===== config.mk =====
export PLATFORM = sky130hd
export DESIGN_NAME = mdrop_rx9
export DESIGN_NICKNAME = d
export VERILOG_FILES = /design/src/rtl/mdrop_rx9_pkg.sv /design/src/rtl/rx9_sync.sv /design/src/rtl/rx9_framer.sv /design/src/rtl/rx9_filter.sv /design/src/rtl/mdrop_rx9.sv
export SDC_FILE = /design/constraint.sdc
export NUM_CORES = 1
export LEC_CHECK = 0
export ABC_AREA = 1
export BUFFER_PORTS_ARGS = -buffer_cell sky130_fd_sc_hd__clkbuf_2
export CAP_MARGIN = 30
export CORE_MARGIN = 2
export CORE_UTILIZATION = 30
export CTS_CLUSTER_SIZE = 14
export DETAILED_ROUTE_END_ITERATION = 8
export HOLD_SLACK_MARGIN = 0.05
export REMOVE_ABC_BUFFERS = 1
export SYNTH_ARGS = -nofsm -noshare
export SYNTH_HDL_FRONTEND = slang
export SYNTH_HIERARCHICAL = 1
export SYNTH_SLANG_ARGS = --single-unit

===== constraint.sdc =====
create_clock -name clk -period 2.65 [get_ports clk]
set_input_delay 0 -clock clk [delete_from_list [all_inputs] [get_ports clk]]
set_output_delay 0 -clock clk [all_outputs]
set_load 0.01 [all_outputs]

===== src/rtl/mdrop_rx9_pkg.sv =====
package mdrop_rx9_pkg;
  typedef enum logic [1:0] {
    RX_IDLE,
    RX_START,
    RX_DATA,
    RX_STOP
  } rx_state_e;
endpackage


===== src/rtl/rx9_sync.sv =====
// Line synchroniser plus post-reset arming: the line must be seen high
// for OS_RATE consecutive ticks before any start edge is honoured.
module rx9_sync #(
  parameter int OS_RATE     = 16,
  parameter int SYNC_STAGES = 2
) (
  input  logic clk,
  input  logic rst_n,
  input  logic rxd,
  input  logic os_tick,
  output logic rxd_s,
  output logic armed
);
  localparam int CW = $clog2(OS_RATE);

  logic [SYNC_STAGES-1:0] chain_q;
  logic [CW-1:0]          high_cnt_q;
  logic                   armed_q;

  always_ff @(posedge clk or negedge rst_n) begin
    if (!rst_n) chain_q <= '1;
    else        chain_q <= {chain_q[SYNC_STAGES-2:0], rxd};
  end

  assign rxd_s = chain_q[SYNC_STAGES-1];

  always_ff @(posedge clk or negedge rst_n) begin
    if (!rst_n) begin
      high_cnt_q <= '0;
      armed_q    <= 1'b0;
    end else if (!armed_q) begin
      if (!rxd_s) begin
        high_cnt_q <= '0;
      end else if (os_tick) begin
        if (high_cnt_q == CW'(OS_RATE - 1)) armed_q <= 1'b1;
        else                                high_cnt_q <= high_cnt_q + 1'b1;
      end
    end
  end

  assign armed = armed_q;
endmodule


===== src/rtl/rx9_framer.sv =====
// Start confirmation, centre sampling of the data bits, stop check.
module rx9_framer
  import mdrop_rx9_pkg::*;
#(
  parameter int OS_RATE   = 16,
  parameter int DATA_BITS = 9
) (
  input  logic                 clk,
  input  logic                 rst_n,
  input  logic                 os_tick,
  input  logic                 rxd_s,
  input  logic                 armed,
  output logic                 busy,
  output logic                 done,
  output logic                 ferr,
  output logic [DATA_BITS-1:0] word
);
  localparam int CW   = $clog2(OS_RATE);
  localparam int BW   = $clog2(DATA_BITS + 1);
  localparam int HALF = OS_RATE / 2;

  rx_state_e            st_q;
  logic [CW-1:0]        cnt_q;
  logic [BW-1:0]        bit_q;
  logic [DATA_BITS-1:0] shift_q;
  logic                 done_q, ferr_q;

  always_ff @(posedge clk or negedge rst_n) begin
    if (!rst_n) begin
      st_q    <= RX_IDLE;
      cnt_q   <= '0;
      bit_q   <= '0;
      shift_q <= '0;
      done_q  <= 1'b0;
      ferr_q  <= 1'b0;
    end else begin
      done_q <= 1'b0;
      ferr_q <= 1'b0;
      if (os_tick) begin
        case (st_q)
          RX_IDLE: begin
            cnt_q <= '0;
            if (armed && !rxd_s) st_q <= RX_START;
          end
          RX_START: begin
            if (cnt_q == CW'(HALF - 1)) begin
              cnt_q <= '0;
              bit_q <= '0;
              st_q  <= rxd_s ? RX_IDLE : RX_DATA;
            end else begin
              cnt_q <= cnt_q + 1'b1;
            end
          end
          RX_DATA: begin
            if (cnt_q == CW'(OS_RATE - 1)) begin
              cnt_q   <= '0;
              shift_q <= {rxd_s, shift_q[DATA_BITS-1:1]};
              if (bit_q == BW'(DATA_BITS - 1)) st_q  <= RX_STOP;
              else                             bit_q <= bit_q + 1'b1;
            end else begin
              cnt_q <= cnt_q + 1'b1;
            end
          end
          RX_STOP: begin
            if (cnt_q == CW'(OS_RATE - 1)) begin
              cnt_q  <= '0;
              st_q   <= RX_IDLE;
              done_q <= rxd_s;
              ferr_q <= !rxd_s;
            end else begin
              cnt_q <= cnt_q + 1'b1;
            end
          end
          default: st_q <= RX_IDLE;
        endcase
      end
    end
  end

  assign busy = (st_q != RX_IDLE);
  assign done = done_q;
  assign ferr = ferr_q;
  assign word = shift_q;
endmodule


===== src/rtl/rx9_filter.sv =====
// Address filter latched at character boundaries plus one-word output slot.
module rx9_filter #(
  parameter int DATA_BITS = 9
) (
  input  logic                 clk,
  input  logic                 rst_n,
  input  logic                 busy,
  input  logic                 done,
  input  logic [DATA_BITS-1:0] word,
  input  logic                 filt_en,
  input  logic                 rx_ready,
  output logic [DATA_BITS-1:0] rx_data,
  output logic                 rx_valid,
  output logic                 rx_irq,
  output logic                 filt_active
);
  localparam int ADDR_BIT = DATA_BITS - 1;

  logic                 filt_q, vld_q, irq_q;
  logic [DATA_BITS-1:0] data_q;
  logic                 pass, slot_free;

  // Filter setting only moves while no character is being shifted in.
  always_ff @(posedge clk or negedge rst_n) begin
    if (!rst_n)     filt_q <= 1'b0;
    else if (!busy) filt_q <= filt_en;
  end

  assign pass      = done && (!filt_q || word[ADDR_BIT]);
  assign slot_free = !vld_q || rx_ready;

  always_ff @(posedge clk or negedge rst_n) begin
    if (!rst_n) begin
      vld_q  <= 1'b0;
      irq_q  <= 1'b0;
      data_q <= '0;
    end else begin
      irq_q <= 1'b0;
      if (vld_q && rx_ready) vld_q <= 1'b0;
      if (pass && slot_free) begin
        data_q <= word;
        vld_q  <= 1'b1;
        irq_q  <= 1'b1;
      end
    end
  end

  assign rx_data     = data_q;
  assign rx_valid    = vld_q;
  assign rx_irq      = irq_q;
  assign filt_active = filt_q;
endmodule


===== src/rtl/mdrop_rx9.sv =====
module mdrop_rx9 #(
  parameter int OS_RATE     = 16,
  parameter int DATA_BITS   = 9,
  parameter int SYNC_STAGES = 2
) (
  input  logic                 clk,
  input  logic                 rst_n,
  input  logic                 rxd,
  input  logic                 os_tick,
  input  logic                 addr_filt_en,
  input  logic                 rx_ready,
  output logic [DATA_BITS-1:0] rx_data,
  output logic                 rx_valid,
  output logic                 rx_irq,
  output logic                 frame_err
);
  logic                 rxd_s, armed, busy, done;
  logic [DATA_BITS-1:0] word;
  logic                 filt_active;

  rx9_sync #(.OS_RATE(OS_RATE), .SYNC_STAGES(SYNC_STAGES)) u_sync (
    .clk(clk), .rst_n(rst_n), .rxd(rxd), .os_tick(os_tick),
    .rxd_s(rxd_s), .armed(armed)
  );

  rx9_framer #(.OS_RATE(OS_RATE), .DATA_BITS(DATA_BITS)) u_framer (
    .clk(clk), .rst_n(rst_n), .os_tick(os_tick), .rxd_s(rxd_s),
    .armed(armed), .busy(busy), .done(done), .ferr(frame_err), .word(word)
  );

  rx9_filter #(.DATA_BITS(DATA_BITS)) u_filter (
    .clk(clk), .rst_n(rst_n), .busy(busy), .done(done), .word(word),
    .filt_en(addr_filt_en), .rx_ready(rx_ready), .rx_data(rx_data),
    .rx_valid(rx_valid), .rx_irq(rx_irq), .filt_active(filt_active)
  );
endmodule


Yosys cells after proc, flatten, opt, wreduce, memory -nomap -nowiden:

Index checks and enable logic that the tools add are counted.
W data, S select, Z words.

* $add $sub $neg: 3
* equality and inequality tests: 15
* mux-type cells: 30
* bitwise logic cells: 1
* reduce and logical (&&, ||, !) cells: 18

Operators by type and width (number)
* $mux W4: 8
* $mux W1: 13
* $add A4 B1 Y4 const B: 3
* $eq A4 B4 Y1 const B: 3
* $mux W2: 6
* $pmux W4 S3: 1
* $ne A2 B1 Y1 const B: 5
* $pmux W2 S4: 1
* $pmux W4 S2: 1
* $ne A2 B2 Y1 const B: 3
* $reduce_and A3 Y1: 2
* $reduce_and A6 Y1: 1
* $reduce_bool A2 Y1: 3
* $reduce_and A5 Y1: 1
* $eq A2 B2 Y1 const B: 2
* $eq A4 B3 Y1 const B: 1
* $logic_and A1 B1 Y1: 4
* $logic_not A1 Y1: 3
* $eq A2 B1 Y1 const B: 1
* $logic_not A2 Y1: 1
* $logic_or A1 B1 Y1: 2
* $reduce_or A2 Y1: 1
* $not A1 Y1: 1

* bits in registers: 40
* input port bits: 6

Depth between registers and ports, before layout:

* depth after elaboration: 5
* gate-level depth with buffers: 9
* depth with buffers taken out: 9

Modules after synthesis:

The synthesis kept the hierarchy.

Modules (own cells, without submodules)
* rx9_framer: instances 1, cells each 128, area an instance 1083.5 um^2, sequential area each 525.5 um^2
* rx9_filter: instances 1, cells each 50, area an instance 504.2 um^2, sequential area each 300.3 um^2
* rx9_sync: instances 1, cells each 31, area an instance 311.5 um^2, sequential area each 177.7 um^2

Worst setup path before layout:

OpenSTA, ideal clock, no wires.

* kind: register -> register
* start: register u_framer.cnt_q[0]
* end: register u_framer.shift_q[1], in the netlist u_framer/word[1]
* library setup time: 118 ps
* data arrival time: 1199 ps
* data required time: 2532 ps
* setup slack: 1333 ps
* stages on the path, launching flop included: 8
* path through: dfrtp_1 -> ha_1 -> nand3_1 -> nor2_4 -> nand2_4 -> buf_6 -> nand2_1 -> o21ai_2

* word-level cells in the longest chain between the ends: 2

Ends and longest elaborated chain
* from (decl): line rx9_framer.sv:23 `logic [CW-1:0] cnt_q;`
* from (signal assigned): line rx9_framer.sv:51 `cnt_q <= cnt_q + 1'b1;`
* from (signal assigned): line rx9_framer.sv:61 `cnt_q <= cnt_q + 1'b1;`
* from (signal assigned): line rx9_framer.sv:71 `cnt_q <= cnt_q + 1'b1;`
* $eq A4 B4 Y1: line rx9_framer.sv:55 `if (cnt_q == CW'(OS_RATE - 1)) begin`
* $reduce_and A3 Y1 (no source line)
* to (signal assigned): line rx9_framer.sv:57 `shift_q <= {rxd_s, shift_q[DATA_BITS-1:1]};`
* to (decl): line rx9_framer.sv:25 `logic [DATA_BITS-1:0] shift_q;`

Every way passes these cells.
A chain may end at the register's enable or synchronous reset.

Worst setup path after layout:

* start: register u_framer.cnt_q[0]
* end: register u_framer.shift_q[5], in the netlist u_framer/word[5]

Same word-level chain as after synthesis.

==> metrics.cfg <==
[run_status]
status = complete, no violations

[pwr]
power.density_nw_per_um2 = 739
p_int_w = 0.00110
combPwrFrac_pct = 23.9
switching_share_pct = 32.9
switchingPower_w = 0.000536
power.share.sequential_pct = 46.3
p_clk_share_pct = 29.7
p_leak_nw = 1.15
vdd_drop_max_mv = 0.250

[routing]
drtIter0Drc = 74
wl_per_cell_um = 10.6
routed_via_density = 4.50
totalWireLength_um = 3260
vias = 1389
first_pass_iters = 4
drtAntennaViolNets = 0
drcViolationCount = 0

[grt]
antenna_found_initial = 0
grt_pass1_vias = 1308
grt_pass1_wl_um = 5900
grt_max_degree = 25
grt_overflow = 0
grt_usage_pct = 10.1

[synthesis]
synth_edf_count = 0
synthTopCellsByCount = 62 x nand2_1, 38 x dfrtp_1, 19 x inv_1
synth_top_family_by_area = simple AND/OR/NAND/NOR gates
synthAdderAreaFrac_pct = 2.64
synth_xor_area_share_pct = 1.84
yosysWarnings = 6
netlist.area_leader.share_pct = 50.1
synthTopCellsByArea = dfrtp_1 50%, nand2_1 12%, inv_1 3.8%
synth.most_common_cell = nand2_1
syn-instance-count = 209
synth.avg_cell_area_um2 = 9.09
synthFlopType = dfrtp_1
synth_cell_type_count = 28
synth_compound_area_share_pct = 7.11
synth-async-reset-ratio_pct = 100
yosys_register_bits = 40
yosys.area.top_type = dfrtp_1
synth_mux_area_share_pct = 0.593
yosysSeqAreaShare_pct = 52.8
yosys.area_share.simple_pct = 28.3
synth_area_um2 = 1900

[setup_path]
critPathLaunch = u_framer/cnt_q[0]
r2r-end = u_framer/word[5]
critPathMaxFanout = 16
critPathArrivalTime_ns = 1.60
rrSetupSlack_ns = 1.23
cp_top_family = simple AND/OR/NAND/NOR gates
crit_chain = ha_1, nand3_1, nor2_4, nand2_4, nor2_1, a21oi_2
reg2reg_depth = 6
endpoint = u_framer/word[5]
rr_startpoint = u_framer/cnt_q[0]
path_buf_inv = 0
end_kind = register
start_kind = register
slowest_delay_ns = 0.39
slowest_stage = dfrtp_1
worst-endpoint-required_ns = 2.82
crit_type = register to register
cp.depth = 6

[clock_network]
postCtsSetupRepairBufs = 0
cts_tree = done
insertion_delay_ns = 0.28
cts_sinks = 40
cts_buffer_depth = 2
cts.reportedPaths.clkPinSlew_ns = 0.07
cts_made_buffers = 5
ctsRootBufferMaster = clkbuf_8
htree_levels = 2

[timing]
final.period_utilization_pct = 53.7
setup_viol = 0
fmax_mhz = 703
maxSlewViolCount = 0
worst_slew_pin_slew_ns = 0.485
slew_headroom_pct = 67.7
rsz0062_at_grt = no
fin_ws_ns = 1.23
holdWs_ns = 0.0667
layout_min_cycle_time_ns = 1.42
final.setup_skew_ns = 0.00547
hold_viol_final = 0
tns_ns = 0

[floorplanning]
die_h_um = 83.6
die_w_um = 83.6
rows = 28
die_area_um2 = 6980
num_io_pins = 18
start_util_pct = 31.5
core_region_area_um2 = 6030

[layout]
fin_util_pct = 36.6
fin_nets = 243
design_area_um2 = 2210
fill_cells = 637
drive_gt1_share_pct = 23.5
antenna_cells = 0
syn_to_final_growth_pct = 16.1

[min_path]
min_from = os_tick
hp-class = input pin to register

[placed_design]
portBuffers = 17
gp_congestion = 0.761
post-place-ws_ns = 1.23
post_dp_cell_area_um2 = 2070
dp_hpwl_um = 2390

[job]
cap_viol_max_count = 0

==> cell type report <==
cell class	instances	area [µm²]	area share, %
well taps	75	93.8	4.25
repair buffers	21	143	6.47
multi-input cells	141	768	34.8
flip-flops and latches	40	1000	45.5
inverters	24	90.1	4.08
clock buffers	6	72.6	3.29
clock inverters	2	35.0	1.59
==> through the flow <==
step	total power, W	std cells
final	0.00163	309
after global routing	0.00174	309
after CTS	0.00166	309
after detailed placement	0.00116	298
after global placement	0.00115	297
after floorplan	0.00106	205
==> worst register-to-register path: stages (launching register included) <==
cell,delay (ns)
dfrtp_1,0.39
ha_1,0.22
nand3_1,0.16
nor2_4,0.18
nand2_4,0.16
nor2_1,0.16
a21oi_2,0.04
==> kinds of logic after synthesis <==
group / after synthesis
simple gates: 112
compound gates: 20
fa+ha+maj: 4
flops: 40
mux: 1
xor+xnor: 4
buf+inv: 28
==> how the worst min path moves through the flow <==
stage	endpoint	slack [ns]	depth (start not counted)
CTS	u_framer/cnt_q[2]	0.06	2
global placement	u_sync/chain_q[0]	0.09	1
detailed placement	u_filter/rx_data[4]	-0.02	1
finish	u_framer/cnt_q[2]	0.07	2
floorplan	u_filter/filt_active	-0.30	0
global route	u_framer/cnt_q[2]	0.08	2
==> flip-flops by register name, indices dropped and copies added, names as in the netlist, named ones only <==
| register | flops |
|---|---|
| u_filter/rx_data | 9 |
| u_framer/word | 9 |
| u_framer/bit_q | 4 |
| u_framer/cnt_q | 4 |
| u_sync/high_cnt_q | 4 |
| u_sync/chain_q | 2 |
| u_filter/filt_active | 1 |
| u_filter/rx_irq | 1 |
| u_filter/rx_valid | 1 |
| u_framer/done | 1 |
| u_framer/ferr | 1 |
| u_framer/st_q | 1 |
| u_sync/armed | 1 |
==> what timing repair did <==
action                                 CTS  global route
endpoints found under the hold margin   40             0
gates resized for setup                  0             0
hold buffers                             3             0
setup endpoints to repair                0             0
==> routing by layer <==
| layer | wire [µm] | share of wire [%] | GRT usage, % |
|---|---|---|---|
| met4 | 38 | 1.2 | 3.08 |
| met2 | 1440 | 44 | 16.1 |
| met3 | 146 | 4.5 | 3.07 |
| met5 | 0 | 0 | 0 |
| met1 | 1630 | 50 | 13.3 |
==> power by group through the flow <==
stage	logic [W]	registers, W	clock network, W
6_report	0.000390	0.000756	0.000485
4_1_cts	0.000398	0.000757	0.000508
2_1_floorplan	0.000311	0.000749	0
3_3_place_gp	0.000381	0.000767	0
3_5_place_dp	0.000393	0.000769	0
5_1_grt	0.000446	0.000767	0.000530
==> layout by cell type, fill, tap and decap left out, types with 3 or more instances in the layout <==
master,synthesis,routed
nor2_1,10,10
o21ai_0,3,3
dfrtp_1,38,38
nand2_2,6,6
a21oi_1,6,6
nand4_1,11,11
dlygate4sd3_1,0,3
clkbuf_8,0,5
inv_1,19,19
inv_2,5,5
nand2_1,62,62
ha_1,4,4
a21oi_2,3,3
clkbuf_2,0,17
nor2_4,3,3
nand3_1,13,13
o21ai_2,5,5
Note: power is estimated with default switching activity, not from simulation.
